$ cat src/rtl/bus_arb_pkg.sv
package bus_arb_pkg;

  typedef enum logic [1:0] {
    PM_ROTATE     = 2'b00,
    PM_HOST_FIRST = 2'b01,
    PM_USER_FIRST = 2'b10,
    PM_ROTATE_ALT = 2'b11
  } prio_mode_e;

endpackage

$ cat src/rtl/bus_arb_pick.sv
// Rotating first-set search over the ring of non-configuration masters.
module bus_arb_pick #(
  parameter int NR = 4,
  localparam int PW = (NR > 1) ? $clog2(NR) : 1
) (
  input  logic [NR-1:0] mask,
  input  logic [PW-1:0] ptr,
  output logic          found,
  output logic [PW-1:0] sel
);

  always_comb begin
    int pos;
    found = 1'b0;
    sel   = '0;
    pos   = 0;
    for (int o = 0; o < NR; o++) begin
      pos = int'(ptr) + o;
      if (pos >= NR) pos = pos - NR;
      if (!found && mask[pos]) begin
        found = 1'b1;
        sel   = PW'(pos);
      end
    end
  end

endmodule

$ cat src/rtl/bus_arb_ptr.sv
// Rotation pointer: the ring slot searched first at the next decision.
module bus_arb_ptr #(
  parameter int NR = 4,
  localparam int PW = (NR > 1) ? $clog2(NR) : 1
) (
  input  logic          clk,
  input  logic          rst,
  input  logic          adv,
  input  logic [PW-1:0] winner,
  output logic [PW-1:0] ptr
);

  always_ff @(posedge clk) begin
    if (rst)      ptr <= '0;
    else if (adv) ptr <= (winner == PW'(NR - 1)) ? '0 : winner + PW'(1);
  end

  p_ptr_in_ring_r3: assert property (@(posedge clk) disable iff (rst)
    adv |=> (int'(ptr) < NR));

endmodule

$ cat src/rtl/bus_arbiter.sv
module bus_arbiter
  import bus_arb_pkg::*;
#(
  parameter int NUM_USER = 3
) (
  input  logic                clk,
  input  logic                rst,
  input  logic [NUM_USER+1:0] req,
  input  logic                xfer_done,
  input  logic [1:0]          prio_mode,
  output logic [NUM_USER+1:0] grant
);

  localparam int NM = NUM_USER + 2;
  localparam int NR = NM - 1;
  localparam int PW = (NR > 1) ? $clog2(NR) : 1;

  logic [NR-1:0] ring_req, user_req, pick_mask, ring_onehot;
  logic [PW-1:0] ptr, sel;
  logic          found, owner_keep, decide;
  logic [NM-1:0] next_grant;

  assign ring_req   = req[NM-1:1];
  assign user_req   = ring_req & ~NR'(1);
  assign owner_keep = (|(grant & req)) && !xfer_done;
  assign decide     = !owner_keep;

  always_comb begin
    case (prio_mode_e'(prio_mode))
      PM_HOST_FIRST: pick_mask = ring_req[0] ? NR'(1) : user_req;
      PM_USER_FIRST: pick_mask = (|user_req) ? user_req : ring_req;
      default:       pick_mask = ring_req;
    endcase
  end

  bus_arb_pick #(.NR(NR)) u_pick (
    .mask  (pick_mask),
    .ptr   (ptr),
    .found (found),
    .sel   (sel)
  );

  bus_arb_ptr #(.NR(NR)) u_ptr (
    .clk    (clk),
    .rst    (rst),
    .adv    (decide && !req[0] && found),
    .winner (sel),
    .ptr    (ptr)
  );

  for (genvar g = 0; g < NR; g++) begin : g_onehot
    assign ring_onehot[g] = found && (sel == PW'(g));
  end

  assign next_grant = req[0] ? NM'(1) : {ring_onehot, 1'b0};

  always_ff @(posedge clk) begin
    if (rst)         grant <= '0;
    else if (decide) grant <= next_grant;
  end

  p_single_owner_r1: assert property (@(posedge clk) disable iff (rst)
    $onehot0(grant));

  p_cfg_override_r2: assert property (@(posedge clk) disable iff (rst)
    (grant == '0 && req[0]) |=> grant[0]);

  p_no_preempt_r7: assert property (@(posedge clk) disable iff (rst)
    ((|(grant & req)) && !xfer_done) |=> $stable(grant));

  p_idle_release_r8: assert property (@(posedge clk) disable iff (rst)
    (req == '0) |=> (grant == '0));

  p_host_first_r4: assert property (@(posedge clk) disable iff (rst)
    (grant == '0 && prio_mode == 2'b01 && req[1] && !req[0]) |=> grant[1]);

endmodule

$ cat config.mk
export PLATFORM = sky130hd
export DESIGN_NAME = bus_arbiter
export DESIGN_NICKNAME = d
export VERILOG_FILES = /design/src/rtl/bus_arb_pkg.sv /design/src/rtl/bus_arb_pick.sv /design/src/rtl/bus_arb_ptr.sv /design/src/rtl/bus_arbiter.sv
export SDC_FILE = /design/constraint.sdc
export NUM_CORES = 1
export LEC_CHECK = 0
export CAP_MARGIN = 30
export CORE_AREA = 4 4 41 43
export CTS_CLUSTER_DIAMETER = 150
export DETAILED_ROUTE_END_ITERATION = 10
export DIE_AREA = 0 0 45 47
export GPL_ROUTABILITY_DRIVEN = 0
export PLACE_DENSITY = 0.67
export SYNTH_ARGS = -nofsm -noshare
export SYNTH_HDL_FRONTEND = slang
export SYNTH_SLANG_ARGS = --single-unit
export TNS_END_PERCENT = 10
$ cat constraint.sdc
create_clock -name clk -period 6.9 [get_ports clk]
set_input_delay 2.07 -clock clk [delete_from_list [all_inputs] [get_ports clk]]
set_output_delay 2.07 -clock clk [all_outputs]
set_load 0.005 [all_outputs]
==> reports/qor.yml <==
slew_headroom: 0.669
grt.total_usage: 0.139
portBuffers: 14
met3_usage: 0.0383
cts_tree: "yes"
vias: 474
rsz0062_at_grt: "no"
critPathLaunch: "prio_mode[0]"
hpwl_um: 904
insertion_delay_ns: 0.26
drive_gt1_frac: 0.155
cp.required_ns: 7.04
fin_cells: 86
cts_setup_buffers: 0
setup_slack_ns: 2.58
cp-start-kind: "primary input"
avgSynthCellArea_um2: 9.54
timing.rr.start: "u_ptr.ptr[1]"
numCtsBuffers: 3
crit_fanout: 3
yosysUniqueCellTypes: 26
rrSetupSlack_ns: 5.01
clockBufferDepth: 2
syn-num-nets: 69
wl_um: 1200
grt_max_degree: 8
dieHeight_um: 47
syn2layout_area_growth_pct: 36.6
initial_core_util: 0.388
grt_pass1_wl_um: 2060
min_to: "grant[4]"
yosysWarnings: 0
hp-class: "flip-flop to flip-flop"
multiInputGateArea_um2: 343
hold_buffers: 0
fin_crit_ns: 4.32
vias_per_cell: 5.51
total_power_w: 0.000125
grt_busiest_layer: "met2"
ant_nets: 0
diodes: 0
grt_util_met2: 0.232
leakagePower_nw: 0.280
cts.sinks: 7
drtIter0Drc: 8
ctsResizeCount: 0
wire_per_inst_um: 14.0
slew_violations: 0
core_um2: 1300
ys_ff_latch: 7
cap_violations: 0
setup-tns-final_ns: 0
met1_usage: 0.156
finalNetCount: 88
route.detailed.drc: 0
final_hold_viol_count: 0
synthCells: 53
worstSetupPathType: "primary input to flip-flop"
status: "finished, final reports clean"
fin_crit_sh: 0.626
endpoint_kind: "flip-flop"
min_path_cells: 1
clockRootBuffer: "clkbuf_4"
worstPathArrival_ns: 4.46
final_cell_mix: "clkdlybuf4s50_1 (14), dfxtp_1 (7), inv_1 (6), ha_1 (6)"
max_slew.worst_pin.slew_ns: 0.493
p_per_area_nw_per_um2: 181
r2r_cells: 7
antenna_found_initial: 0
dr.pass1.iters: 4
path_clk_slew_ns: 0.06
regArea_um2: 140
num_io_pins: 15
dieArea_um2: 2120
gr-total-overflow: 0
dp_cells: 82
first_global_vias: 504
h-tree-depth: 1
final_common_cell: "clkdlybuf4s50_1"
synthesis.area_um2: 505
dp_slack_ns: 2.31
ys_seq_area_frac: 0.277
rows: 13
hold_start: "grant[4]"
setup_viol: 0
fmax_mhz: 232
vdd_drop_max_uv: 85.6
fin_skew_ns: 0.00763
die_width_um: 45
n_fill_cell: 149
r2r-end: "u_ptr.ptr[1]"
==> synthesized netlist by cell type <==
cell,count,share of area
o21ai_2,1,0.017
nand2b_1,2,0.025
inv_1,6,0.045
a21oi_2,1,0.017
nor3_4,1,0.032
dfxtp_1,7,0.28
a31oi_1,1,0.012
a211oi_1,1,0.015
or4_1,1,0.015
o21ai_0,3,0.030
nor4b_1,1,0.017
a22oi_1,1,0.015
a31o_2,1,0.017
nor2b_1,2,0.025
ha_1,6,0.15
o211a_1,1,0.020
nor2_1,4,0.030
a21bo_2,1,0.020
or2_2,1,0.012
nor3_1,1,0.0099
a221oi_2,1,0.030
a222oi_1,1,0.020
nor4_2,1,0.025
a22o_1,4,0.069
o221ai_1,1,0.017
mux2i_1,2,0.040
==> cell type report <==
class	count	area share
Sequential cell	7	0.203
Tap cell	15	0.0272
Clock buffer	4	0.0380
Multi-Input combinational cell	40	0.496
Timing Repair Buffer	14	0.203
Inverter	6	0.0326
==> registers in the layout (all words and copies together) (netlist names) <==
signal / flops
grant: 5
u_ptr.ptr: 2
==> how the worst max path moves through the flow <==
stage              endpoint
3_3_place_gp   u_ptr.ptr[1]
3_5_place_dp   u_ptr.ptr[1]
6_report       u_ptr.ptr[1]
5_1_grt        u_ptr.ptr[1]
4_1_cts        u_ptr.ptr[1]
2_1_floorplan  u_ptr.ptr[1]
==> critical path: stages <==
cell and delay [ns]:
clkdlybuf4s50_1 0.48, inv_1 0.05, ha_1 0.29, or2_2 0.30
o221ai_1 0.23, a31oi_1 0.09, a221oi_2 0.26, nor2b_1 0.22
ha_1 0.26, mux2i_1 0.14, nor2_1 0.05
==> power breakdown <==
part | switching (W) | internal (W)
combinational | 0.0000192 | 0.0000210
clock | 0.0000159 | 0.0000221
sequential | 0.00000294 | 0.0000435
total | 0.0000381 | 0.0000866
==> kinds of logic after synthesis <==
kind of cell,share of synthesized area
adders and majority gates,0.149
DFF,0.277
muxes,0.0396
buffers and inverters,0.0446
and+or+nand+nor,0.191
AOI/OAI and AO/OA,0.300
==> layer usage <==
metal	wire length, um	part of all wire
met5	0	0
met2	558	0.46
met1	531	0.44
met3	88	0.073
met4	26	0.022
==> through the flow <==
stage	cell area (um^2)	hold WS, ns	util
floorplan	505	0.487	-
global placement	664	0.495	0.511
detailed placement	664	0.484	0.511
CTS	691	0.502	0.531
global route	691	0.531	0.531
finish	691	0.503	0.531
(Power assumes the default switching activity.)
